<file path="src/rtl/perf_snap_pkg.sv">
package perf_snap_pkg;
  typedef enum logic [1:0] {
    SN_IDLE   = 2'd0,
    SN_LOAD   = 2'd1,
    SN_ZPULSE = 2'd2
  } snap_state_e;
endpackage

</file>
<file path="src/rtl/psnap_edge.sv">
// Rising-edge detector for the update request.
module psnap_edge (
  input  logic clk,
  input  logic rst_n,
  input  logic req_i,
  output logic rise_o
);
  logic req_q;

  always_ff @(posedge clk or negedge rst_n) begin
    if (!rst_n) req_q <= 1'b0;
    else        req_q <= req_i;
  end

  assign rise_o = req_i & ~req_q;

  // a detected edge cannot repeat on the next cycle
  p_single_rise_r4: assert property (@(posedge clk) disable iff (!rst_n)
    rise_o |=> !rise_o);
endmodule

</file>
<file path="src/rtl/psnap_seq.sv">
// Update sequencer: idle -> load -> zero pulse -> idle, with the valid status.
module psnap_seq
  import perf_snap_pkg::*;
(
  input  logic clk,
  input  logic rst_n,
  input  logic rise_i,
  output logic load_o,
  output logic zpulse_o,
  output logic valid_o
);
  snap_state_e state_q, state_d;
  logic        valid_q, valid_d;

  always_comb begin
    state_d = state_q;
    valid_d = valid_q;
    case (state_q)
      SN_IDLE: begin
        if (rise_i) begin
          state_d = SN_LOAD;
          valid_d = 1'b0;
        end
      end
      SN_LOAD:   state_d = SN_ZPULSE;
      SN_ZPULSE: begin
        state_d = SN_IDLE;
        valid_d = 1'b1;
      end
      default:   state_d = SN_IDLE;
    endcase
  end

  always_ff @(posedge clk or negedge rst_n) begin
    if (!rst_n) begin
      state_q <= SN_IDLE;
      valid_q <= 1'b0;
    end else begin
      state_q <= state_d;
      valid_q <= valid_d;
    end
  end

  assign load_o   = (state_q == SN_LOAD);
  assign zpulse_o = (state_q == SN_ZPULSE);
  assign valid_o  = valid_q;

  p_drop_r5: assert property (@(posedge clk) disable iff (!rst_n)
    (state_q == SN_IDLE && rise_i) |=> (!valid_o && load_o));
  p_hold_low_r5: assert property (@(posedge clk) disable iff (!rst_n)
    load_o |=> (zpulse_o && !valid_o));
  p_return_r5: assert property (@(posedge clk) disable iff (!rst_n)
    zpulse_o |=> (valid_o && state_q == SN_IDLE));
  p_ignore_r9: assert property (@(posedge clk) disable iff (!rst_n)
    (zpulse_o && rise_i) |=> !load_o);
endmodule

</file>
<file path="src/rtl/psnap_count.sv">
// Saturating event counter, holding register and sticky overflow flag.
module psnap_count #(
  parameter int CNT_W = 16
) (
  input  logic             clk,
  input  logic             rst_n,
  input  logic             ev_i,
  input  logic             load_i,
  input  logic             rd_clr_i,
  output logic [CNT_W-1:0] hold_o,
  output logic             cnt_zero_o,
  output logic             ovf_o
);
  localparam logic [CNT_W-1:0] CNT_MAX = {CNT_W{1'b1}};
  localparam logic [CNT_W-1:0] CNT_ONE = {{(CNT_W-1){1'b0}}, 1'b1};

  logic [CNT_W-1:0] cnt_q, cnt_d, hold_q;
  logic             ovf_q, ovf_d, sat_ev;

  assign sat_ev = ev_i && !load_i && (cnt_q == CNT_MAX);

  always_comb begin
    cnt_d = cnt_q;
    if (load_i)                          cnt_d = ev_i ? CNT_ONE : '0;
    else if (ev_i && cnt_q != CNT_MAX)   cnt_d = cnt_q + CNT_ONE;
  end

  always_comb begin
    ovf_d = ovf_q;
    if (sat_ev)        ovf_d = 1'b1;
    else if (rd_clr_i) ovf_d = 1'b0;
  end

  always_ff @(posedge clk or negedge rst_n) begin
    if (!rst_n) begin
      cnt_q <= '0;
      ovf_q <= 1'b0;
    end else begin
      cnt_q <= cnt_d;
      ovf_q <= ovf_d;
    end
  end

  always_ff @(posedge clk or negedge rst_n) begin
    if (!rst_n)      hold_q <= '0;
    else if (load_i) hold_q <= cnt_q;
  end

  assign hold_o     = hold_q;
  assign cnt_zero_o = (cnt_q == '0);
  assign ovf_o      = ovf_q;

  p_step_r2: assert property (@(posedge clk) disable iff (!rst_n)
    (ev_i && !load_i && cnt_q != CNT_MAX) |=> (cnt_q == $past(cnt_q) + CNT_ONE));
  p_sat_r3: assert property (@(posedge clk) disable iff (!rst_n)
    sat_ev |=> (cnt_q == CNT_MAX && ovf_q));
  p_load_r6: assert property (@(posedge clk) disable iff (!rst_n)
    load_i |=> (hold_q == $past(cnt_q)));
  p_restart_r6: assert property (@(posedge clk) disable iff (!rst_n)
    (load_i && ev_i) |=> (cnt_q == CNT_ONE));
  p_sticky_r10: assert property (@(posedge clk) disable iff (!rst_n)
    (ovf_q && !rd_clr_i) |=> ovf_q);
endmodule

</file>
<file path="src/rtl/perf_snap.sv">
module perf_snap #(
  parameter int CNT_W = 16
) (
  input  logic             clk,
  input  logic             rst_n,
  input  logic             event_i,
  input  logic             upd_req_i,
  input  logic             ovf_rd_i,
  output logic             snap_valid_o,
  output logic [CNT_W-1:0] snap_count_o,
  output logic             zero_o,
  output logic             ovf_o
);
  logic rise, load, zpulse, cnt_zero;

  psnap_edge u_edge (
    .clk    (clk),
    .rst_n  (rst_n),
    .req_i  (upd_req_i),
    .rise_o (rise)
  );

  psnap_seq u_seq (
    .clk      (clk),
    .rst_n    (rst_n),
    .rise_i   (rise),
    .load_o   (load),
    .zpulse_o (zpulse),
    .valid_o  (snap_valid_o)
  );

  psnap_count #(.CNT_W(CNT_W)) u_cnt (
    .clk        (clk),
    .rst_n      (rst_n),
    .ev_i       (event_i),
    .load_i     (load),
    .rd_clr_i   (ovf_rd_i),
    .hold_o     (snap_count_o),
    .cnt_zero_o (cnt_zero),
    .ovf_o      (ovf_o)
  );

  assign zero_o = cnt_zero & ~zpulse;

  // right after the load edge, the flag is low
  p_zero_after_load_r7: assert property (@(posedge clk) disable iff (!rst_n)
    load |=> !zero_o);
endmodule

</file>
<file path="config.mk">
export PLATFORM = sky130hd
export DESIGN_NAME = perf_snap
export DESIGN_NICKNAME = d
export VERILOG_FILES = /design/src/rtl/perf_snap_pkg.sv /design/src/rtl/psnap_edge.sv /design/src/rtl/psnap_seq.sv /design/src/rtl/psnap_count.sv /design/src/rtl/perf_snap.sv
export SDC_FILE = /design/constraint.sdc
export NUM_CORES = 1
export LEC_CHECK = 0
export ABC_AREA = 1
export BUFFER_PORTS_ARGS = -buffer_cell sky130_fd_sc_hd__buf_2
export CAP_MARGIN = 20
export CORE_ASPECT_RATIO = 1.25
export CORE_MARGIN = 4
export CORE_UTILIZATION = 40
export DETAILED_ROUTE_END_ITERATION = 12
export RECOVER_POWER = 25
export SLEW_MARGIN = 20
export SYNTH_ARGS = -nofsm -noshare
export SYNTH_HDL_FRONTEND = slang
export SYNTH_HIERARCHICAL = 1
export SYNTH_SLANG_ARGS = --single-unit
export TNS_END_PERCENT = 30
</file>
<file path="constraint.sdc">
create_clock -name clk -period 1.4 [get_ports clk]
set_clock_uncertainty 0.2 [all_clocks]
set_input_delay 0.21 -clock clk [delete_from_list [all_inputs] [get_ports clk]]
set_output_delay 0.21 -clock clk [all_outputs]
set_load 0.01 [all_outputs]
</file>
==> key figures, run 1 <==
Logic synthesis
  – Post-synthesis cell type count: 22
  – Sequential share of the synthesized area: 0.498
  – Mean post-synth cell area: ~8 um^2
  – Syn Nets: ~240
  – Synth top area cells: dfrtp_1 (50%), nand2_1 (13%), nand3_1 (6.2%), o21ai_0 (5.1%), inv_1 (5.1%)
  – Syn. warnings: 6
  – Gate Count Post-Synth: ~230
  – Count of state elements after synthesis: 37
  – Cell accounting for the most synthesized area: dfrtp_1
  – Mapped Area: approximately 1900 um^2
  – Yosys top cell area share: 0.498

Power and ir drop
  – Power, Total: roughly 2.8 mW
  – Leak: roughly 1.4 nW
  – Peak VDD IR: roughly 460 uV
  – P per Cell Area: approximately 1000 nW/um^2

Floorplanning
  – # rows: 27
  – # IOs: 24
  – Die Height: about 84 um
  – Initial Util: 0.417
  – DIE AREA: 5810 um^2
  – Die Width: approximately 70 um
  – Core area: roughly 4500 um^2

Placed design
  – Placed cells: ~360
  – Place WS: -0.299 ns
  – Placed Area: between 2000 and 2500 um^2
  – Routability cong.: 0.872
  – Hpwl dp: around 3.4 mm
  – Port-buffer cells: 23

CTS
  – Worst skew pair latency: roughly 0.28 ns
  – Clock sink count: 37
  – CTS clk-pin slew, worst paths: 0.08 ns
  – CTS Buffer Depth: 2
  – Clk root buf: clkbuf_8
  – CTS tree: built
  – CTS H-tree lvls: 2
  – TritonCTS Buffers: 5

Finish
  – Final instance area: roughly 2700 um^2
  – Share of post-route cells with drive strength above 1: 0.379
  – Final #Nets: 323
  – Fin cells: around 380
  – Antenna cells: 0
  – Most common cell after layout, fill and taps aside: nand2_1
  – Area Overhead vs Synth: 44.6%
  – Most frequent cells in the layout: nand2_1 (63), buf_4 (52), dfrtp_1 (37)
  – Share of the core filled with cells in the final layout: 0.602

Detailed routing
  – DRC: 0
  – Total number of vias: 1771
  – DRT antenna net count: 0
  – Routed len/inst: about 13 um
  – Pre-Repair DR Iteration Count: 4
  – First DRT Iteration DRCs: slightly below 100
  – DR vias/cell: 4.72
  – Post-Route WL: 4.70 mm

Critical path
  – Crit Path Max Fanout: 2
  – Max incr delay on CP: 0.40 ns
  – Crit path DAT: 1.49 ns
  – CP max-delay cell: dfrtp_1
  – Kind of critical path: flop to output port
  – Crit-path cells: inv_2 > ha_4 > nand3_4 > nor4_2 > inv_1 > nor2_2 > buf_2
  – Startpoint Class: flop
  – CP endpoint kind: output port
  – Required time of the critical path: 0.99 ns

GRT
  – Initial antenna violation count: 0
  – Largest net degree at the start of global routing: 38
  – Total track usage: 0.183
  – Grt total ovfl: 0
  – Vias in the first global route: roughly 1800
  – Global-route wire length before repair: approximately 8.1 mm

Timing
  – Worst-Margin Slew: approximately 0.52 ns
  – Hold Fails Final Rpt: 0
  – Period minus WS final: around 1.9 ns
  – Count of final setup violators: 18
  – Max_slew headroom: 0.654
  – Slew Viols, Final: 0
  – Setup ws final: -0.496 ns
  – RSZ-0062 raised after global routing: true
  – Final Cycle Share: 1.35
  – Fmax achieved: roughly 530 MHz

Run status
  – Failing checks: setup timing
  – Status: complete, but fails checks

Run
  – Max-cap viol count: 0

Hold path
  – Worst Hold Class: primary input to flop
layer usage:
metal	up-vias	wire (um)	global-route usage
met3	2	220	0.0321
met1	813	2140	0.253
met2	40	2300	0.290
li1	916	-	-
met4	0	35	0.0514
met5	-	0	0
layout make-up:
type | instances | area, um^2
fillers | 423 | 1770
flip-flops and latches | 37 | 926
multi-input cells | 161 | 901
repair buffers | 84 | 599
inverters | 27 | 101
well taps | 58 | 72.6
clock buffers | 5 | 68.8
clock inverters | 3 | 17.5
worst max-delay path, delay by kind of cell (launching register included):
kind                       cells  cell delay, ns
DFF                            1            0.40
and+or+nand+nor                3            0.39
buffers and inverters          3            0.27
adders and majority gates      1            0.14
state kept, by name, indices dropped and copies added, names as in the netlist:
signal         cells
u_cnt/hold_o      16
u_cnt/cnt_q       16
u_seq/state_q      2
u_seq/valid_o      1
u_edge/req_q       1
u_cnt/ovf_o        1
final timing paths:
path                                 from               to  slack [ns]  cells after the start
min reg2reg                 u_seq/valid_o    u_seq/valid_o        0.27                      2
max reg2reg                u_cnt/cnt_q[1]   u_cnt/cnt_q[0]       -0.45                     10
max in group asynchronous           rst_n  u_cnt/hold_o[3]        0.30                      3
max                        u_cnt/cnt_q[1]           zero_o       -0.50                      7
min in group asynchronous           rst_n     u_edge/req_q        0.34                      3
min                               event_i   u_cnt/cnt_q[2]        0.05                      3
Yosys cell counts (all sizes together):
library cell,instances
nand3,23
nor4,1
buf,5
xor2,7
dfrtp,37
nor2,22
nand4,6
clkinv,1
ha,2
nand2,68
clkbuf,1
inv,26
o22ai,1
o21ai,31
report_power, final:
group	internal, mW	switching [mW]
Clock	0.344	0.398
Sequential	1.16	0.0528
Combinational	0.406	0.403
Total	1.91	0.855
through the flow:
step / hold slack [ns] / setup TNS, ns
after detailed placement: -0.00740 / -4.90
after global routing: 0.0850 / -9.10
after CTS: 0.0406 / -5.90
after floorplan: -0.286 / -2.37
final: 0.0482 / -7.50
after global placement: -0.00603 / -4.36
repair_timing:
item / CTS / global route
hold endpoints to repair: 39 / 0
pin swaps: 9 / 5
buffers inserted: 4 / 1
hold buffers: 3 / 0
gates cloned: 0 / 0
gates resized for setup: 14 / 16
setup endpoints to repair: 19 / 33
cells by family (layout without fill, tap and decap cells):
| logic type | Yosys count | after routing | synth area share |
|---|---|---|---|
| AOI/OAI and AO/OA | 32 | 32 | 0.0929 |
| xor gates and xnor gates | 7 | 7 | 0.0330 |
| adders and majority gates | 2 | 2 | 0.0135 |
| buffers and inverters | 33 | 119 | 0.0734 |
| DFF | 37 | 37 | 0.498 |
| and+or+nand+nor | 120 | 120 | 0.289 |
No activity file was read; power rests on OpenSTA's default activity.
==> run 2: changes to the inputs <==
Settings changed: CAP_MARGIN 20 to 10, CTS_BUF_LIST set to sky130_fd_sc_hd__clkbuf_16.
==> run 2 against run 1 <==
The flow still finishes with violations (setup timing). Sequential share of layout area down 0.55 points. Count of clock-buffer cells in the layout unchanged. Hold slack better by 0.0092 ns. Register-to-register slack is essentially flat. Global-route usage up 0.91 points. First-iteration DRC count down 20%. Setup slack gained 0.0099 ns. Largest cell class unchanged. Via count is 0.62% higher.
==> key figures, run 2 (synthesis results as in run 1) <==
Run status
  – Status: complete, but fails checks
  – Failing checks: setup timing

Timing
  – Setup ws final: -0.486 ns (+0.00988 ns)
  – Max_slew headroom: 0.655 (+0.00127)
  – Worst-Margin Slew: 0.517 ns (-0.00190 ns)
  – Slew Viols, Final: 0 (unchanged)
  – Hold Fails Final Rpt: 0 (unchanged)
  – Count of final setup violators: 18 (unchanged)
  – Period minus WS final: 1.89 ns (-0.00987 ns)
  – RSZ-0062 raised after global routing: true
  – Final Cycle Share: 1.35 (-0.00705)
  – Fmax achieved: 530 MHz (+0.52%)

Floorplanning
  – Die Height: 84.2 um (unchanged)
  – Initial Util: 0.417 (unchanged)
  – # IOs: 24 (unchanged)
  – Core area: 4460 um^2 (unchanged)
  – # rows: 27 (unchanged)
  – DIE AREA: 5810 um^2 (unchanged)
  – Die Width: 69.0 um (unchanged)

Hold path
  – Hold path start: event_i
  – Worst Hold End: u_cnt/cnt_q[2]
  – Worst Hold Class: primary input to flop
  – Hold Crit Depth: 3 (unchanged)

Critical path
  – Worst r2r src: u_cnt/cnt_q[1]
  – CP endpoint kind: output port
  – Crit path DAT: 1.48 ns (about the same)
  – Kind of critical path: flop to output port
  – Register-to-Register Setup Slack: -0.46 ns (about the same)
  – Crit path launch: u_cnt/cnt_q[1]
  – Crit Path Max Fanout: 2 (unchanged)
  – Required time of the critical path: 0.99 ns (about the same)
  – R2r endpoint: u_cnt/cnt_q[6]
  – Startpoint Class: flop
  – R2R depth: 10 (unchanged)

Power and ir drop
  – Peak VDD IR: 632 uV (+37%)
  – P per Cell Area: 1140 nW/um^2 (+11%)
  – Leak: 1.38 nW (+1.7%)

CTS
  – CTS H-tree lvls: 2 (unchanged)
  – CTS clk-pin slew, worst paths: 0.06 ns (-0.02 ns)
  – TritonCTS Buffers: 5 (unchanged)
  – CTS tree: built
  – Worst skew pair latency: 0.28 ns (about the same)
  – CTS Buffer Depth: 2 (unchanged)
  – Clk root buf: clkbuf_16
  – Clock sink count: 37 (unchanged)

GRT
  – Vias in the first global route: 1818 (+2.4%)
  – Initial antenna violation count: 0 (unchanged)
  – Largest net degree at the start of global routing: 38 (unchanged)
  – Total track usage: 0.192 (+0.00907)
  – Global-route wire length before repair: 8.41 mm (+4.1%)
  – Grt total ovfl: 0 (unchanged)

Detailed routing
  – Total number of vias: 1782 (+0.62%)
  – First DRT Iteration DRCs: 79 (-20%)
  – DRT antenna net count: 0 (unchanged)
  – Routed len/inst: 12.7 um (+1.8%)
  – DRC: 0 (unchanged)
  – DR vias/cell: 4.74 (+0.35%)
  – Post-Route WL: 4.79 mm (+2.0%)
  – Pre-Repair DR Iteration Count: 4 (unchanged)

Placed design
  – Placed Area: 2420 um^2 (unchanged)
  – Routability cong.: 0.872 (unchanged)
  – Place WS: -0.299 ns (unchanged)
  – Port-buffer cells: 23 (unchanged)
  – Hpwl dp: 3.38 mm (unchanged)

Finish
  – Area Overhead vs Synth: 46.9%
  – Fillers: 423 (unchanged)
  – Final #Nets: 324 (+0.31%)
  – Most frequent cells in the layout: nand2_1 (65), buf_4 (51), dfrtp_1 (37)
  – Final instance area: 2730 um^2 (+1.6%)
  – Most common cell after layout, fill and taps aside: nand2_1
  – Antenna cells: 0 (unchanged)
  – Share of the core filled with cells in the final layout: 0.612 (+0.00982)
  – Share of post-route cells with drive strength above 1: 0.362 (-0.0169)

Run
  – Max-cap viol count: 0 (unchanged)
==> run 2: cell types whose count changed in the layout (fill, tap and decap cells not counted), moves of 2 or more <==
cell and change:
clkbuf_16 +5, clkbuf_8 -5, o21ai_2 -4, o21ai_1 +3
buf_6 +2, nand2_1 +2, nand2_2 -2, nor2_2 +2
==> run 2: per-stage QoR <==
| stage | setup TNS [ns] | hold WS [ns] | cells | power (mW) |
|---|---|---|---|---|
| 3_5_place_dp | -4.90 | -0.00740 | 359 | 1.88 |
| 5_1_grt | -9.05 | 0.0989 | 376 | 3.29 |
| 2_1_floorplan | -2.37 | -0.286 | 231 | 1.56 |
| 4_1_cts | -5.94 | 0.0538 | 375 | 3.13 |
| 6_report | -7.31 | 0.0574 | 376 | 3.11 |
| 3_3_place_gp | -4.36 | -0.00603 | 359 | 1.87 |
==> run 2: final cells by class <==
cell class | count | area, um^2 | area share
flip-flops and latches | 37 | 926 | 0.339
multi-input cells | 161 | 873 | 0.320
repair buffers | 85 | 614 | 0.225
clock buffers | 5 | 125 | 0.0458
inverters | 27 | 101 | 0.0371
well taps | 58 | 72.6 | 0.0266
clock inverters | 3 | 17.5 | 0.00642
==> run 2: worst max path at each step <==
stage	depth (start not counted)	slack [ns]	end
after floorplan	8	-0.14	u_cnt/cnt_q[9]
after global placement	8	-0.28	u_cnt/cnt_q[0]
after detailed placement	9	-0.30	u_cnt/cnt_q[15]
after CTS	7	-0.49	zero_o
after global routing	7	-0.58	zero_o
final	7	-0.49	zero_o
==> run 2: report_power, final <==
group	total, mW	internal, mW	switching [mW]	leakage, nW
registers	1.21	1.16	0.0534	0.504
logic	0.807	0.408	0.400	0.804
clock network	1.09	0.652	0.435	0.0696
==> run 2: routing by layer <==
metal,vias to the layer above,wire length [um],global-route usage
met5,-,0,0
met4,0,92,0.0727
met2,27,2390,0.297
li1,917,-,-
met3,7,169,0.0428
met1,831,2140,0.258
==> run 2: worst max-delay path, stage by stage, from the launching register on <==
cell,delay (ns)
dfrtp_1,0.39
inv_2,0.08
ha_4,0.14
nand3_4,0.08
nor4_2,0.24
inv_1,0.07
nor2_2,0.07
buf_2,0.12
==> run 2: timing repair <==
action                                 CTS  global route
endpoints found under the hold margin   39             0
buffers inserted                         5             1
cloned                                   0             0
pin swaps                                8             1
setup endpoints to repair               19            33
resized for setup                       17             7
hold buffers                             3             0
==> run 3: changes to the inputs <==
Settings changed: TNS_END_PERCENT 30 to 1.
==> run 3 against run 2 <==
The flow still finishes with violations (setup timing). Cell count is the same. Critical path depth did not move. Total power is 1.0% higher. Critical path type unchanged.
==> key figures, run 3 (synthesis results as in run 1) <==
Critical path
  – R2R depth: 8 (-2)
  – Max incr delay on CP: 0.39 ns (about the same)
  – CP top delay family: flip-flops
  – Crit Path Max Fanout: 2 (unchanged)
  – Crit path depth: 7 (unchanged)
  – Kind of critical path: flop to output port
  – Crit path buf inv count: 3 (unchanged)
  – Startpoint Class: flop
  – CP max-delay cell: dfrtp_1
  – Crit path DAT: 1.51 ns (+0.03 ns)
  – Required time of the critical path: 0.99 ns (about the same)
  – Crit-path cells: inv_2 > ha_4 > nand3_4 > nor4_2 > inv_1 > nor2_2 > buf_2
  – CP endpoint kind: output port

Detailed routing
  – Pre-Repair DR Iteration Count: 4 (unchanged)
  – Routed len/inst: 13.0 um (+2.0%)
  – DR vias/cell: 4.78 (+0.90%)
  – DRC: 0 (unchanged)
  – First DRT Iteration DRCs: 114 (+44%)
  – Post-Route WL: 4.89 mm (+2.0%)
  – Total number of vias: 1798 (+0.90%)
  – DRT antenna net count: 0 (unchanged)

Run
  – Max-cap viol count: 0 (unchanged)

GRT
  – Vias in the first global route: 1769 (-2.7%)
  – Initial antenna violation count: 0 (unchanged)
  – Global-route wire length before repair: 8.05 mm (-4.4%)
  – Grt total ovfl: 0 (unchanged)
  – Largest net degree at the start of global routing: 38 (unchanged)
  – Total track usage: 0.185 (-0.00730)

Run status
  – Status: complete, but fails checks
  – Failing checks: setup timing

Timing
  – Sum of negative setup slack: -5.89 ns (+1.42 ns)
  – RSZ-0062 raised after global routing: true
  – Count of final setup violators: 18 (unchanged)
  – Setup ws final: -0.518 ns (-0.0317 ns)
  – Worst-Margin Slew: 0.508 ns (-0.00879 ns)
  – Period minus WS final: 1.92 ns (+0.0317 ns)
  – Fmax achieved: 521 MHz (-1.7%)
  – Slew Viols, Final: 0 (unchanged)
  – Hold Fails Final Rpt: 0 (unchanged)
  – Final Cycle Share: 1.37 (+0.0227)
  – Max_slew headroom: 0.661 (+0.00586)

Placed design
  – Routability cong.: 0.838 (-3.9%)
  – Placed cells: 358 (-0.28%)
  – Hpwl dp: 3.37 mm (-0.20%)
  – Port-buffer cells: 23 (unchanged)
  – Place WS: -0.328 ns (-0.0285 ns)

CTS
  – TritonCTS Buffers: 5 (unchanged)
  – Worst skew pair latency: 0.28 ns (about the same)
  – CTS clk-pin slew, worst paths: 0.06 ns (about the same)
  – CTS H-tree lvls: 2 (unchanged)
  – Clock sink count: 37 (unchanged)
  – CTS tree: built
  – Clk root buf: clkbuf_16
  – CTS Buffer Depth: 2 (unchanged)

Power and ir drop
  – Power, Total: 3.14 mW (+1.0%)
  – P per Cell Area: 1150 nW/um^2 (+1.2%)
  – Leak: 1.38 nW (about the same)
  – Peak VDD IR: 611 uV (-3.4%)

Finish
  – Most frequent cells in the layout: nand2_1 (63), buf_4 (54), dfrtp_1 (37)
  – Most common cell after layout, fill and taps aside: nand2_1
  – Share of post-route cells with drive strength above 1: 0.371 (+0.00943)
  – Fillers: 389 (-8.0%)
  – Share of the core filled with cells in the final layout: 0.611 (-0.00112)
  – Fin cells: 376 (unchanged)
  – Area Overhead vs Synth: 46.7%
  – Final #Nets: 324 (unchanged)
  – Reg area: 926 um^2 (unchanged)
  – Multi-input gate area: 883 um^2 (+1.1%)
  – Antenna cells: 0 (unchanged)

Floorplanning
  – Initial Util: 0.417 (unchanged)
  – # IOs: 24 (unchanged)
  – Core area: 4460 um^2 (unchanged)
  – Die Height: 84.2 um (unchanged)
  – DIE AREA: 5810 um^2 (unchanged)
  – # rows: 27 (unchanged)
  – Die Width: 69.0 um (unchanged)

Hold path
  – Hold Crit Depth: 3 (unchanged)
  – Worst Hold Class: primary input to flop
==> run 3: cell types whose count changed in the layout (fill, tap and decap cells not counted), sizes merged <==
cell      delta
clkinvlp     -1
inv          +1
==> run 3: final timing paths <==
check / slack (ns) / start / endpoint
min in group asynchronous: 0.36 / rst_n / u_cnt/hold_o[4]
max reg2reg: -0.43 / u_cnt/cnt_q[0] / u_cnt/cnt_q[0]
max: -0.52 / u_cnt/cnt_q[0] / zero_o
min: 0.07 / event_i / u_cnt/cnt_q[2]
min reg2reg: 0.27 / u_cnt/hold_o[2] / u_cnt/hold_o[2]
max in group asynchronous: 0.29 / rst_n / u_cnt/cnt_q[4]
==> run 3: per-layer routing <==
layer | wire length (um) | global-route usage
met5 | 0 | 0
met4 | 98 | 0.0922
met3 | 208 | 0.0281
met2 | 2420 | 0.306
met1 | 2160 | 0.227
==> run 3: stage by stage <==
step	hold WS [ns]	cell area (um^2)
finish	0.0724	2730
floorplan	-0.286	1860
detailed placement	-0.00597	2420
global placement	-0.00776	2420
global route	0.0948	2730
CTS	0.0641	2700
==> run 3: where the power goes <==
part	switching [mW]	internal (mW)
Sequential	0.0639	1.16
Clock	0.423	0.646
Combinational	0.418	0.429
==> run 3: final cells by class <==
class / count / area share
clock buffers: 5 / 0.0459
clock inverters: 3 / 0.00505
inverters: 27 / 0.0372
multi-input cells: 161 / 0.324
flip-flops and latches: 37 / 0.340
well taps: 58 / 0.0266
repair buffers: 85 / 0.221
==> run 3: worst reg2reg max path: stages, from the launching register on <==
cell and delay (ns):
dfrtp_1 0.36, buf_4 0.14, ha_4 0.15, nand2_4 0.06, nor2_4 0.14, nand4_1 0.25
buf_4 0.23, nand3_1 0.06, nand3_1 0.11
==> run 3: timing repair <==
action / CTS / global route
pin swaps: 10 / 4
endpoints found under the hold margin: 39 / 0
hold buffers: 3 / 0
buffers inserted: 6 / 1
gates cloned: 0 / 0
resized for setup: 17 / 8
endpoints found under the setup margin: 18 / 33
